### config.mk
export PLATFORM = sky130hd
export DESIGN_NAME = irq_ack_seq
export DESIGN_NICKNAME = d
export VERILOG_FILES = /design/src/rtl/irq_ack_pkg.sv /design/src/rtl/irq_sync.sv /design/src/rtl/irq_flag_reg.sv /design/src/rtl/irq_seq_fsm.sv /design/src/rtl/irq_ack_seq.sv
export SDC_FILE = /design/constraint.sdc
export NUM_CORES = 1
export LEC_CHECK = 0
export BUFFER_PORTS_ARGS = -buffer_cell sky130_fd_sc_hd__buf_2
export CAP_MARGIN = 20
export CORE_MARGIN = 4
export CORE_UTILIZATION = 35
export DETAILED_ROUTE_END_ITERATION = 16
export GPL_TIMING_DRIVEN = 0
export MAX_ROUTING_LAYER = met4
export PLACE_DENSITY = 0.61
export SETUP_SLACK_MARGIN = 0.4
export SYNTH_ARGS = -nofsm -noshare
export SYNTH_HDL_FRONTEND = slang
export SYNTH_HIERARCHICAL = 1
export SYNTH_SLANG_ARGS = --single-unit
### constraint.sdc
create_clock -name clk -period 3 [get_ports clk]
set_input_delay 0.3 -clock clk [delete_from_list [all_inputs] [get_ports clk]]
set_output_delay 0.3 -clock clk [all_outputs]
set_load 0.01 [all_outputs]
### src/rtl/irq_ack_pkg.sv
package irq_ack_pkg;

   typedef enum logic [3:0] {
      ST_IDLE,
      ST_ACK1,
      ST_GAP,
      ST_ACK2,
      ST_PFL,
      ST_PCS,
      ST_PIP,
      ST_RIP,
      ST_RCS,
      ST_LOAD
   } seq_st_e;

   localparam int IE_BIT_DEF = 9;
   localparam int TF_BIT_DEF = 8;

endpackage

### src/rtl/irq_sync.sv
module irq_sync #(
   parameter int STAGES = 2,
   parameter int W      = 1
) (
   input  logic         clk,
   input  logic         rst_n,
   input  logic [W-1:0] d_i,
   output logic [W-1:0] q_o
);

   generate
      if (STAGES < 2) begin : g_bad
         $error("irq_sync: STAGES must be at least 2");
      end
   endgenerate

   logic [W-1:0] chain_q [STAGES];

   genvar s;
   generate
      for (s = 0; s < STAGES; s++) begin : g_stage
         if (s == 0) begin : g_first
            always_ff @(posedge clk or negedge rst_n) begin
               if (!rst_n) chain_q[0] <= '0;
               else        chain_q[0] <= d_i;
            end
         end else begin : g_next
            always_ff @(posedge clk or negedge rst_n) begin
               if (!rst_n) chain_q[s] <= '0;
               else        chain_q[s] <= chain_q[s-1];
            end
         end
      end
   endgenerate

   assign q_o = chain_q[STAGES-1];

endmodule

### src/rtl/irq_flag_reg.sv
module irq_flag_reg (
   input  logic clk,
   input  logic rst_n,
   input  logic set_ie_i,
   input  logic clr_ie_i,
   input  logic set_tf_i,
   input  logic clr_tf_i,
   input  logic hw_clr_i,
   output logic ie_o,
   output logic tf_o
);

   logic ie_q, tf_q;

   always_ff @(posedge clk or negedge rst_n) begin
      if (!rst_n) begin
         ie_q <= 1'b0;
         tf_q <= 1'b0;
      end else begin
         if (hw_clr_i || clr_ie_i) ie_q <= 1'b0;
         else if (set_ie_i)        ie_q <= 1'b1;
         if (hw_clr_i || clr_tf_i) tf_q <= 1'b0;
         else if (set_tf_i)        tf_q <= 1'b1;
      end
   end

   assign ie_o = ie_q;
   assign tf_o = tf_q;

   // hardware clear during the response lands on both flags
   p_hw_clear_r6: assert property (@(posedge clk) disable iff (!rst_n)
      hw_clr_i |=> (!ie_q && !tf_q));

   // clear strobe wins over a set strobe
   p_clr_wins_r3: assert property (@(posedge clk) disable iff (!rst_n)
      clr_ie_i |=> !ie_q);

   // set strobe alone takes effect next cycle
   p_set_ie_r3: assert property (@(posedge clk) disable iff (!rst_n)
      (set_ie_i && !clr_ie_i && !hw_clr_i) |=> ie_q);

endmodule

### src/rtl/irq_seq_fsm.sv
module irq_seq_fsm
   import irq_ack_pkg::*;
#(
   parameter int DATA_W   = 16,
   parameter int TYPE_W   = 8,
   parameter int ADDR_W   = 16,
   parameter int ACK_LOW  = 2,
   parameter int ACK_GAP  = 2,
   parameter int NMI_TYPE = 2,
   parameter int IE_BIT   = IE_BIT_DEF,
   parameter int TF_BIT   = TF_BIT_DEF
) (
   input  logic              clk,
   input  logic              rst_n,
   input  logic              boundary_i,
   input  logic              mreq_i,
   input  logic              nmi_rise_i,
   input  logic              ie_i,
   input  logic              tf_i,
   input  logic [DATA_W-1:0] core_flags_i,
   input  logic [DATA_W-1:0] ret_cs_i,
   input  logic [DATA_W-1:0] ret_ip_i,
   input  logic [TYPE_W-1:0] type_bus_i,
   input  logic              push_ready_i,
   input  logic              rd_ready_i,
   input  logic [DATA_W-1:0] rd_data_i,
   output logic              ack_n_o,
   output logic              push_valid_o,
   output logic [DATA_W-1:0] push_data_o,
   output logic              rd_valid_o,
   output logic [ADDR_W-1:0] rd_addr_o,
   output logic              hw_clr_o,
   output logic [DATA_W-1:0] new_ip_o,
   output logic [DATA_W-1:0] new_cs_o,
   output logic              vec_load_o,
   output logic              busy_o
);

   localparam int CNT_MAX = (ACK_LOW > ACK_GAP) ? ACK_LOW : ACK_GAP;
   localparam int CNT_W   = $clog2(CNT_MAX + 1);
   localparam logic [CNT_W-1:0] LOW_LAST = CNT_W'(ACK_LOW - 1);
   localparam logic [CNT_W-1:0] GAP_LAST = CNT_W'(ACK_GAP - 1);
   localparam logic [ADDR_W-1:0] CS_OFS  = ADDR_W'(2);

   generate
      if (ACK_LOW < 1 || ACK_GAP < 1) begin : g_bad_pulse
         $error("irq_seq_fsm: pulse and gap lengths must be at least 1");
      end
      if (ADDR_W < TYPE_W + 2) begin : g_bad_addr
         $error("irq_seq_fsm: ADDR_W too narrow for the vector table");
      end
      if (IE_BIT >= DATA_W || TF_BIT >= DATA_W || IE_BIT == TF_BIT) begin : g_bad_bits
         $error("irq_seq_fsm: flag bit positions invalid");
      end
      if (NMI_TYPE >= (1 << TYPE_W)) begin : g_bad_nmi
         $error("irq_seq_fsm: NMI_TYPE does not fit TYPE_W");
      end
   endgenerate

   seq_st_e             st_q, st_d;
   logic [CNT_W-1:0]    cnt_q, cnt_d;
   logic [TYPE_W-1:0]   type_q;
   logic [DATA_W-1:0]   snap_fl_q, snap_cs_q, snap_ip_q;
   logic [DATA_W-1:0]   ip_q, cs_q;
   logic                nmi_pend_q;
   logic [DATA_W-1:0]   flags_now;
   logic                take_nmi, take_mi, push_hs, rd_hs, ack2_end;
   logic [ADDR_W-1:0]   vec_base;

   assign take_nmi = (st_q == ST_IDLE) && boundary_i && nmi_pend_q;
   assign take_mi  = (st_q == ST_IDLE) && boundary_i && !nmi_pend_q && mreq_i && ie_i;
   assign push_hs  = push_valid_o && push_ready_i;
   assign rd_hs    = rd_valid_o && rd_ready_i;
   assign ack2_end = (st_q == ST_ACK2) && (cnt_q == LOW_LAST);

   always_comb begin
      flags_now         = core_flags_i;
      flags_now[IE_BIT] = ie_i;
      flags_now[TF_BIT] = tf_i;
   end

   always_comb begin
      st_d  = st_q;
      cnt_d = cnt_q;
      unique case (st_q)
         ST_IDLE: begin
            cnt_d = '0;
            if (take_nmi)     st_d = ST_PFL;
            else if (take_mi) st_d = ST_ACK1;
         end
         ST_ACK1: begin
            if (cnt_q == LOW_LAST) begin st_d = ST_GAP; cnt_d = '0; end
            else cnt_d = cnt_q + 1'b1;
         end
         ST_GAP: begin
            if (cnt_q == GAP_LAST) begin st_d = ST_ACK2; cnt_d = '0; end
            else cnt_d = cnt_q + 1'b1;
         end
         ST_ACK2: begin
            if (cnt_q == LOW_LAST) begin st_d = ST_PFL; cnt_d = '0; end
            else cnt_d = cnt_q + 1'b1;
         end
         ST_PFL:  if (push_hs) st_d = ST_PCS;
         ST_PCS:  if (push_hs) st_d = ST_PIP;
         ST_PIP:  if (push_hs) st_d = ST_RIP;
         ST_RIP:  if (rd_hs)   st_d = ST_RCS;
         ST_RCS:  if (rd_hs)   st_d = ST_LOAD;
         ST_LOAD: st_d = ST_IDLE;
         default: st_d = ST_IDLE;
      endcase
   end

   always_ff @(posedge clk or negedge rst_n) begin
      if (!rst_n) begin
         st_q       <= ST_IDLE;
         cnt_q      <= '0;
         type_q     <= '0;
         snap_fl_q  <= '0;
         snap_cs_q  <= '0;
         snap_ip_q  <= '0;
         ip_q       <= '0;
         cs_q       <= '0;
         nmi_pend_q <= 1'b0;
      end else begin
         st_q  <= st_d;
         cnt_q <= cnt_d;
         if (take_nmi)      type_q <= TYPE_W'(NMI_TYPE);
         else if (ack2_end) type_q <= type_bus_i;
         if (take_nmi || take_mi) begin
            snap_fl_q <= flags_now;
            snap_cs_q <= ret_cs_i;
            snap_ip_q <= ret_ip_i;
         end
         if (st_q == ST_RIP && rd_hs) ip_q <= rd_data_i;
         if (st_q == ST_RCS && rd_hs) cs_q <= rd_data_i;
         if (nmi_rise_i)    nmi_pend_q <= 1'b1;
         else if (take_nmi) nmi_pend_q <= 1'b0;
      end
   end

   assign vec_base = ADDR_W'(type_q) << 2;

   always_comb begin
      push_data_o = snap_fl_q;
      if (st_q == ST_PCS) push_data_o = snap_cs_q;
      if (st_q == ST_PIP) push_data_o = snap_ip_q;
   end

   assign ack_n_o      = !((st_q == ST_ACK1) || (st_q == ST_ACK2));
   assign push_valid_o = (st_q == ST_PFL) || (st_q == ST_PCS) || (st_q == ST_PIP);
   assign rd_valid_o   = (st_q == ST_RIP) || (st_q == ST_RCS);
   assign rd_addr_o    = (st_q == ST_RCS) ? (vec_base + CS_OFS) : vec_base;
   assign hw_clr_o     = (st_q == ST_PFL) && push_ready_i;
   assign vec_load_o   = (st_q == ST_LOAD);
   assign busy_o       = (st_q != ST_IDLE);
   assign new_ip_o     = ip_q;
   assign new_cs_o     = cs_q;

   // a stalled push keeps its word
   p_push_hold_r9: assert property (@(posedge clk) disable iff (!rst_n)
      (push_valid_o && !push_ready_i) |=> (push_valid_o && $stable(push_data_o)));

   // a stalled read keeps its address
   p_rd_hold_r9: assert property (@(posedge clk) disable iff (!rst_n)
      (rd_valid_o && !rd_ready_i) |=> (rd_valid_o && $stable(rd_addr_o)));

   // vector reads are word aligned
   p_rd_align_r8: assert property (@(posedge clk) disable iff (!rst_n)
      rd_valid_o |-> !rd_addr_o[0]);

   // no acknowledge outside a sequence
   p_ack_idle_r4: assert property (@(posedge clk) disable iff (!rst_n)
      !busy_o |-> ack_n_o);

   // load strobe lasts a single cycle
   p_load_once_r8: assert property (@(posedge clk) disable iff (!rst_n)
      vec_load_o |=> !vec_load_o);

endmodule

### src/rtl/irq_ack_seq.sv
module irq_ack_seq
   import irq_ack_pkg::*;
#(
   parameter int DATA_W      = 16,
   parameter int TYPE_W      = 8,
   parameter int ADDR_W      = 16,
   parameter int SYNC_STAGES = 2,
   parameter int ACK_LOW     = 2,
   parameter int ACK_GAP     = 2,
   parameter int NMI_TYPE    = 2,
   parameter int IE_BIT      = IE_BIT_DEF,
   parameter int TF_BIT      = TF_BIT_DEF
) (
   input  logic              clk,
   input  logic              rst_n,
   input  logic              mreq_i,
   input  logic              nmi_i,
   input  logic              boundary_i,
   input  logic              set_ie_i,
   input  logic              clr_ie_i,
   input  logic              set_tf_i,
   input  logic              clr_tf_i,
   input  logic [DATA_W-1:0] core_flags_i,
   input  logic [DATA_W-1:0] ret_cs_i,
   input  logic [DATA_W-1:0] ret_ip_i,
   output logic              ack_n_o,
   input  logic [TYPE_W-1:0] type_bus_i,
   output logic              push_valid_o,
   output logic [DATA_W-1:0] push_data_o,
   input  logic              push_ready_i,
   output logic              rd_valid_o,
   output logic [ADDR_W-1:0] rd_addr_o,
   input  logic [DATA_W-1:0] rd_data_i,
   input  logic              rd_ready_i,
   output logic [DATA_W-1:0] new_ip_o,
   output logic [DATA_W-1:0] new_cs_o,
   output logic              vec_load_o,
   output logic              ie_o,
   output logic              tf_o,
   output logic              busy_o
);

   logic [1:0] req_s;
   logic       nmi_prev_q, nmi_rise, hw_clr;

   irq_sync #(.STAGES(SYNC_STAGES), .W(2)) u_sync (
      .clk   (clk),
      .rst_n (rst_n),
      .d_i   ({nmi_i, mreq_i}),
      .q_o   (req_s)
   );

   always_ff @(posedge clk or negedge rst_n) begin
      if (!rst_n) nmi_prev_q <= 1'b0;
      else        nmi_prev_q <= req_s[1];
   end
   assign nmi_rise = req_s[1] && !nmi_prev_q;

   irq_flag_reg u_flags (
      .clk      (clk),
      .rst_n    (rst_n),
      .set_ie_i (set_ie_i),
      .clr_ie_i (clr_ie_i),
      .set_tf_i (set_tf_i),
      .clr_tf_i (clr_tf_i),
      .hw_clr_i (hw_clr),
      .ie_o     (ie_o),
      .tf_o     (tf_o)
   );

   irq_seq_fsm #(
      .DATA_W   (DATA_W),
      .TYPE_W   (TYPE_W),
      .ADDR_W   (ADDR_W),
      .ACK_LOW  (ACK_LOW),
      .ACK_GAP  (ACK_GAP),
      .NMI_TYPE (NMI_TYPE),
      .IE_BIT   (IE_BIT),
      .TF_BIT   (TF_BIT)
   ) u_fsm (
      .clk          (clk),
      .rst_n        (rst_n),
      .boundary_i   (boundary_i),
      .mreq_i       (req_s[0]),
      .nmi_rise_i   (nmi_rise),
      .ie_i         (ie_o),
      .tf_i         (tf_o),
      .core_flags_i (core_flags_i),
      .ret_cs_i     (ret_cs_i),
      .ret_ip_i     (ret_ip_i),
      .type_bus_i   (type_bus_i),
      .push_ready_i (push_ready_i),
      .rd_ready_i   (rd_ready_i),
      .rd_data_i    (rd_data_i),
      .ack_n_o      (ack_n_o),
      .push_valid_o (push_valid_o),
      .push_data_o  (push_data_o),
      .rd_valid_o   (rd_valid_o),
      .rd_addr_o    (rd_addr_o),
      .hw_clr_o     (hw_clr),
      .new_ip_o     (new_ip_o),
      .new_cs_o     (new_cs_o),
      .vec_load_o   (vec_load_o),
      .busy_o       (busy_o)
   );

   // an acknowledge only begins when the enable flag was set
   p_ack_needs_ie_r2: assert property (@(posedge clk) disable iff (!rst_n)
      ($fell(ack_n_o) && !$past(busy_o)) |-> $past(ie_o));

   // no push beyond the flags word while the enable flag is still set
   p_ie_off_r6: assert property (@(posedge clk) disable iff (!rst_n)
      (push_valid_o && $past(push_valid_o) && $changed(push_data_o)) |-> !ie_o);

endmodule

---- Yosys cells after proc, flatten, opt, wreduce, memory -nomap -nowiden ----
Cells that the tools add are included.
cells by class
  add/sub/neg operators ................... 2
  equality and inequality tests ........... 19
  multiplexer cells ....................... 24
  reduce and logical (&&, ||, !) cells .... 31
operators by type and width
  cell                                                    count
  two-way mux 16 bit                                      3
  two-way mux 4 bit                                       10
  one-hot mux 4 bit (9 select lines)                      1
  equality test 4 x 3 -> 1 bit (second input constant)    4
  two-way mux 8 bit                                       2
  inequality test 2 x 1 -> 1 bit (second input constant)  7
  logical AND 1 bit                                       12
  adder 10 x 2 -> 11 bit (second input constant)          1
  nonzero test 2 bit                                      5
  AND reduction 9 bit                                     1
  equality test 4 x 2 -> 1 bit (second input constant)    2
  equality test 4 bit (second input constant)             2
  logical OR 1 bit                                        7
  two-way mux 1 bit                                       6
  equality test 4 x 1 -> 1 bit (second input constant)    1
  logical NOT 4 bit                                       1
  one-hot mux 2 bit (2 select lines)                      1
  nonzero test 4 bit                                      1
  logical NOT 1 bit                                       3
  inequality test 3 x 1 -> 1 bit (second input constant)  1
  OR reduction 3 bit                                      1
  adder 2 x 1 -> 2 bit (second input constant)            1
  equality test 2 x 1 -> 1 bit (second input constant)    1
  two-way mux 2 bit                                       1
  inequality test 2 bit (second input constant)           1
word-level totals
  flip-flop bits (word level) ............. 102
  input bits .............................. 83
  output and inout port bits .............. 71

---- Depth between registers and ports, before layout ----
Gate-level depths: netlist of run 1.
  depth after elaboration ................. 8
  gate-level depth with buffers ........... 6
  mapped depth without buffers ............ 4

---- Hierarchy ----
Netlist of run 1, hierarchy kept.
by module, submodules not included
  module        times used  cells an instance  area an instance (um^2)  seq. area each (um^2)
  irq_seq_fsm   1           313                4252.8                   2377.3
  irq_sync      1           6                  115.1                    100.1
  irq_flag_reg  1           6                  77.6                     50.0
  irq_ack_seq   1           2                  38.8                     25.0

---- Least setup slack after synthesis of run 1 ----
OpenSTA, ideal clock, no wires.
  path kind ............................... register to output
  from .................................... register u_fsm.st_q[1]
  to ...................................... output push_data_o[10]
  data arrival time ....................... 1.589 ns
  slack ................................... 1.111 ns
  stages on the path, launching flop included .. 7
  buffers on the path ..................... 2
  cell sequence ........................... dfrtp_1 buf_2 nand2b_1 nor2_4 buf_4 mux2i_1 o21ai_0
between the ends
  cells in the longest elaborated chain, start to end .. 3
RTL lines
  element                       RTL line            text
  from (decl)                   irq_seq_fsm.sv:60   seq_st_e st_q, st_d;
  from (signal assigned)        irq_seq_fsm.sv:125  st_q <= st_d;
  equality test 4 x 3 -> 1 bit  irq_seq_fsm.sv:145  if (st_q == ST_PCS) push_data_o = snap_cs_q;
  two-way mux 16 bit            irq_seq_fsm.sv:145
  two-way mux 16 bit *          irq_seq_fsm.sv:146  if (st_q == ST_PIP) push_data_o = snap_ip_q;
  to (decl)                     irq_ack_seq.sv:29   output logic [DATA_W-1:0] push_data_o,
Every way passes the cells marked *; elsewhere a longest branch is shown, timed or not.

---- Worst setup path after layout of run 1 ----
  from .................................... register u_fsm.st_q[1]
  to ...................................... output push_data_o[9]
Same word-level chain as after synthesis.

==> impl_metrics.env, run 1 <==
export IMPL_outcome="completed"
export IMPL_irDropWorstVdd_v=0.0004776
export IMPL_antenna_found_initial=1
export IMPL_hold_path_class="in2reg"
export IMPL_gr_total_overflow=0
export IMPL_tightest_slew_ns=0.6569
export IMPL_clockBufferDepth=2
export IMPL_drive_above_1_share_pct=55.56
export IMPL_placed_area_um2=5473
export IMPL_synth_cell_types=41
export IMPL_r2r_start="u_fsm/st_q[0]"
export IMPL_setup_tns_ns=0
export IMPL_cts_made_buffers=9
export IMPL_vias=3096
export IMPL_p_clk_share_pct=19.0
export IMPL_cts_root_buf="clkbuf_16"
export IMPL_critPathKind="reg2out"
export IMPL_clkTransAtPathRegs_ns=0.07
export IMPL_power_density_nw_per_um2=1004
export IMPL_worst_path_max_fanout=10
export IMPL_io_buffers=144
export IMPL_start_util_pct=35.68
export IMPL_power_share_combinational_pct=40.5
export IMPL_core_area_um2=12570
export IMPL_finalInstanceArea_um2=5797
export IMPL_hp_start="nmi_i"
export IMPL_clock_sinks=102
export IMPL_p_seq_share_pct=40.5
export IMPL_top_level_ports=154
export IMPL_cts_tree="built"
export IMPL_slew_viol_final=0
export IMPL_die_x_um=121.2
export IMPL_reg2reg_slack_ns=1.03
export IMPL_maxCapViolations=0
export IMPL_cp_data_required_time_ns=2.70
export IMPL_cp_startpoint="u_fsm/st_q[1]"
export IMPL_postSynthAreaPerCell_um2=13.71
export IMPL_async_flop_share_pct=100.0
export IMPL_setup_violations=0
export IMPL_end_kind="primary output"
export IMPL_routed_wl_um=10520
export IMPL_area_growth_pct=29.27
export IMPL_crit_arrival_ns=2.12
export IMPL_ys_flop_type="dfrtp_1"
export IMPL_ys_warnings_count=6
export IMPL_final_hold_viol_count=0
export IMPL_post_drt_via_cell_ratio=4.635
export IMPL_fmax_mhz=413.3
export IMPL_grt_pass1_wl_um=17010
export IMPL_fin_crit_sh_pct=80.66
export IMPL_detail_route_antenna_nets=0
export IMPL_power_internal_uw=3873
export IMPL_seq_area_frac_synth_pct=56.92
export IMPL_avgRoutedWirePerCell_um=15.74
export IMPL_ys_ff_latch=102
export IMPL_fill_cells=1179
export IMPL_die_y_um=121.2
export IMPL_first_global_vias=3371
export IMPL_grt_usage_pct=15.35
export IMPL_maxSlewHeadroom_pct=56.21
export IMPL_p_sw_uw=1949
export IMPL_h_tree_depth=3
export IMPL_p_sw_share_pct=33.47
export IMPL_hpwl_um=7828
export IMPL_grt_max_degree=55
export IMPL_drc=0
export IMPL_firstDrtPassIters=4
export IMPL_num_rows=41
export IMPL_grt_setup_unrepaired="no"
export IMPL_syn_cell_area_um2=4484
export IMPL_fin_crit_ns=2.420
export IMPL_synthCells=327
export IMPL_cp_start_kind="register"
export IMPL_fin_skew_ns=0.007737
export IMPL_die_area_um2=14690
export IMPL_gp_congestion=0.7620
export IMPL_insertion_delay_ns=0.34
export IMPL_p_leak_uw=0.002914
export IMPL_synth_edff_count=0
export IMPL_nNetsFinal=574
export IMPL_first_iter_violations=87
-- metal layers --
layer / routed length, um / track usage [%] / part of all wire (%)
met2: 4898 / 23.34 / 47
met1: 4725 / 19.87 / 45
met5: 0 / - / 0
met3: 740 / 4.196 / 7.0
met4: 150 / 5.462 / 1.4
-- critical path: stages, from the launching register on --
cell and delay, ns:
dfrtp_1 0.42, buf_2 0.21, nand2b_1 0.22, nor2_4 0.17, buf_6 0.20, mux2i_1 0.24
o21ai_0 0.14, buf_2 0.17
-- per-stage QoR --
stage	total power [uW]	worst slack [ns]	utilization, %	hold slack (ns)	instances
2_1_floorplan	3875	1.111	-	0.004409	333
3_3_place_gp	4667	0.5409	43.31	0.3356	649
3_5_place_dp	4746	0.5371	43.54	0.3356	650
4_1_cts	5912	0.4923	46.02	0.04574	667
5_1_grt	6250	0.4084	46.12	0.05157	668
6_report	5822	0.5803	46.12	0.06773	668
-- Yosys cell counts, types with 2 or more instances --
| master | count | area [um^2] |
|---|---|---|
| a211oi_1 | 2 | 15.01 |
| nor3_2 | 2 | 20.02 |
| a21o_1 | 3 | 22.52 |
| nor3_1 | 5 | 25.02 |
| mux2_2 | 61 | 686.9 |
| buf_4 | 13 | 97.59 |
| inv_1 | 4 | 15.01 |
| nand2b_1 | 2 | 12.51 |
| dfrtp_1 | 102 | 2552 |
| nor2b_1 | 3 | 18.77 |
| nor2_1 | 11 | 41.29 |
| mux2_4 | 19 | 285.3 |
| o21ai_0 | 16 | 80.08 |
| buf_6 | 3 | 33.78 |
| nand2_1 | 23 | 86.33 |
| mux2i_1 | 24 | 240.2 |
| and3_1 | 2 | 12.51 |
| clkbuf_1 | 4 | 15.01 |
| nand3_1 | 3 | 15.01 |
| buf_2 | 4 | 20.02 |
-- kinds of logic (layout without fill, tap and decap cells) --
logic type	after synthesis	in the layout	share of synthesized area, %
and+or+nand+nor	63	63	7.924
muxes	104	104	27.04
AOI/OAI and AO/OA	29	29	3.990
DFF	102	102	56.92
other	1	8	0.08363
buffers and inverters	28	190	4.045
-- cells in the final DEF (no fill, tap or decap), types with 2 or more instances in the layout --
master       n
a211oi_1     2
a21o_1       3
and3_1       2
buf_2      147
buf_4       14
buf_6        4
clkbuf_16    9
clkbuf_2     3
clkbuf_8     3
clkinv_2     2
conb_1       7
dfrtp_1    102
inv_1        4
mux2_2      61
mux2_4      19
mux2i_1     24
nand2_1     23
nand2b_1     2
nand3_1      3
nor2_1      11
nor2b_1      3
nor3_1       4
nor3_2       2
nor3_4       2
o21ai_0     16
-- area by class of cell --
cell class / count / area (um^2) / area share (%)
Multi-Input combinational cell: 203 / 1784 / 30.78
Sequential cell: 102 / 2552 / 44.03
Clock inverter: 3 / 18.77 / 0.3238
Inverter: 4 / 15.01 / 0.2590
Tap cell: 172 / 215.2 / 3.712
Antenna cell: 1 / 2.502 / 0.04317
Buffer: 24 / 173.9 / 3.000
Timing Repair Buffer: 147 / 768.2 / 13.25
Clock buffer: 12 / 266.5 / 4.597
-- what timing repair did --
item / 4_1_cts / 5_1_grt
buffers inserted: 1 / 0
pin swaps: 1 / 0
hold buffers: 1 / 0
cloned: 0 / 0
setup endpoints to repair: 16 / 10
gates resized for setup: 4 / 2
endpoints found under the hold margin: 1 / 0
-- path summary, 6_finish.rpt --
path	end	depth (start not counted)
setup reg to reg	u_fsm/new_ip_o[7]	5
min in group asynchronous	u_fsm/new_cs_o[0]	2
setup / recovery	push_data_o[9]	7
hold reg to reg	u_sync/q_o[0]	0
hold / removal	u_sync/chain_q[3]	1
max in group asynchronous	u_fsm/new_cs_o[10]	3
-- power groups by stage --
stage / Sequential (uW) / Clock (uW) / Combinational (uW)
final: 2360 / 1100 / 2360
after global routing: 2440 / 1220 / 2590
after CTS: 2360 / 1160 / 2400
after detailed placement: 2370 / 0 / 2380
after global placement: 2330 / 0 / 2330
after floorplan: 2420 / 0 / 1450
-- state kept, by name (all words and copies together) (netlist names) --
name	count
u_fsm/type_q	8
u_fsm/st_q	4
u_fsm/new_ip_o	16
u_fsm/snap_ip_q	16
u_fsm/snap_fl_q	16
u_flags/ie_o	1
u_fsm/nmi_pend_q	1
u_fsm/cnt_q	2
u_flags/tf_o	1
u_sync/chain_q	2
u_fsm/new_cs_o	16
u_sync/q_o	2
u_fsm/snap_cs_q	16
nmi_prev_q	1
Note: power is estimated with default switching activity, not from simulation.
==> run 2: changes to the inputs <==
clock period = 2.5 ns   (was 3 ns; I/O delays follow)
==> run 2 against run 1 <==
Critical path depth is 1 higher. Clock power is 21% higher. Utilization is 1.4 points higher. Flip-flop and latch count stayed put. Largest cell class unchanged.
==> impl_metrics.env, run 2 (synthesis results as in run 1) <==
export IMPL_outcome="completed"
export IMPL_die_y_um=121.2
export IMPL_fin_skew_ns=0.007782
export IMPL_cp_data_required_time_ns=2.25
export IMPL_cp_cell_sequence="buf_6 > nand2b_4 > nor2_4 > buf_12 > buf_16 > mux2i_1 > o21ai_1 > buf_2"
export IMPL_area_growth_pct=33.29
export IMPL_grt_usage_pct=15.76
export IMPL_worst_path_max_fanout=5
export IMPL_end_kind="primary output"
export IMPL_grt_pass1_wl_um=17420
export IMPL_slowest_delay_ns=0.40
export IMPL_gr_total_overflow=0
export IMPL_maxSlewHeadroom_pct=56.32
export IMPL_antenna_found_initial=1
export IMPL_grt_max_degree=55
export IMPL_cts_tree="built"
export IMPL_final_common_cell="buf_2"
export IMPL_power_total_uw=7233
export IMPL_clock_sinks=102
export IMPL_fmax_mhz=474.5
export IMPL_hpwl_um=7828
export IMPL_post_drt_via_cell_ratio=4.675
export IMPL_gp_congestion=0.7620
export IMPL_first_iter_violations=84
export IMPL_crit_arrival_ns=1.86
export IMPL_regArea_um2=2556
export IMPL_multiInputGateArea_um2=1810
export IMPL_grt_use_met2_pct=24.21
export IMPL_nNetsFinal=585
export IMPL_routed_wl_um=10830
export IMPL_cts_root_buf="clkbuf_16"
export IMPL_clockBufferDepth=2
export IMPL_slowest_stage="dfrtp_1"
export IMPL_placed_area_um2=5473
export IMPL_vias=3174
export IMPL_avgRoutedWirePerCell_um=15.95
export IMPL_cp_start_kind="register"
export IMPL_maxCapViolations=0
export IMPL_insertion_delay_ns=0.34
export IMPL_slew_viol_final=0
export IMPL_die_x_um=121.2
export IMPL_critPathKind="reg2out"
export IMPL_firstDrtPassIters=4
export IMPL_hold_path_class="in2reg"
export IMPL_finalInstanceArea_um2=5977
export IMPL_clkTransAtPathRegs_ns=0.07
export IMPL_core_area_um2=12570
export IMPL_setup_tns_ns=0
export IMPL_power_density_nw_per_um2=1210
export IMPL_drive_above_1_share_pct=57.71
export IMPL_die_area_um2=14690
export IMPL_irDropWorstVdd_v=0.0005723
export IMPL_start_util_pct=35.68
export IMPL_tightest_slew_ns=0.6551
export IMPL_fin_crit_ns=2.108
export IMPL_io_buffers=144
export IMPL_mostFrequentLayoutCells="buf_2 (146), dfrtp_1 (99), mux2_2 (61)"
export IMPL_p_leak_uw=0.002997
export IMPL_detail_route_antenna_nets=0
export IMPL_first_global_vias=3429
export IMPL_fin_crit_sh_pct=84.31
export IMPL_h_tree_depth=3
export IMPL_setup_violations=0
export IMPL_num_rows=41
export IMPL_top_level_ports=154
export IMPL_grt_use_met1_pct=20.33
export IMPL_gr_usage_met3_pct=4.196
export IMPL_fill_cells=1174
export IMPL_final_hold_viol_count=0
export IMPL_drc=0
export IMPL_cts_made_buffers=9
export IMPL_grt_setup_unrepaired="yes"
export IMPL_busiest_layer="met2"
## run 2: power breakdown
group          switching, uW  internal [uW]
clock network            578            750
logic                   1400           1660
registers                433           2400
total                   2410           4820
## run 2: metrics by stage
| step | worst slack (ns) | utilization, % | instances | hold WS, ns |
|---|---|---|---|---|
| final | 0.3923 | 47.56 | 679 | 0.06648 |
| after global routing | 0.2524 | 47.56 | 679 | 0.04728 |
| after CTS | 0.3546 | 47.25 | 675 | 0.04659 |
| after detailed placement | 0.08707 | 43.54 | 650 | 0.3187 |
| after global placement | 0.09091 | 43.31 | 649 | 0.3356 |
| after floorplan | 0.6612 | - | 333 | -0.04559 |
## run 2: cell type report
type | count | share of cell area, %
multi-input combinational | 203 | 30.29
clock inverter | 3 | 0.3140
buffer | 24 | 3.349
inverter | 4 | 0.2512
antenna | 1 | 0.04187
tap | 172 | 3.601
sequential | 102 | 42.77
clock buffer | 12 | 4.459
timing repair buffer | 158 | 14.93
## run 2: worst max-delay path, delay by kind of cell, from the launching register on
kind | cells | cell delay, ns
AO/OA/AOI/OAI | 1 | 0.09
buffers and inverters | 4 | 0.51
flip-flops | 1 | 0.40
multiplexers | 1 | 0.18
AND/OR/NAND/NOR | 2 | 0.34
## run 2: timing repair
item / CTS / global route
pin swaps: 2 / 4
gates cloned: 1 / 0
buffers inserted: 6 / 3
endpoints found under the setup margin: 16 / 16
hold buffers: 3 / 0
endpoints found under the hold margin: 50 / 0
gates resized for setup: 28 / 15
## run 2: worst paths after layout
check / from / slack, ns / cells past startpoint / endpoint
min in group asynchronous: rst_n / 0.48 / 2 / u_fsm/new_cs_o[0]
worst max-delay path: u_fsm/st_q[1] / 0.39 / 8 / push_data_o[10]
max in group asynchronous: rst_n / 1.33 / 3 / u_fsm/new_cs_o[10]
worst min register to register: u_sync/chain_q[2] / 0.35 / 0 / u_sync/q_o[0]
worst max register to register: u_fsm/st_q[3] / 0.50 / 7 / u_fsm/snap_fl_q[3]
worst min-delay path: clr_tf_i / 0.07 / 2 / u_flags/tf_o
## run 2: metal layers
layer  part of all wire, %  vias up
met5                     0        -
met3                   6.8       10
met1                    45     1571
met4                   1.4        0
met2                    47      106
li1                      -     1487
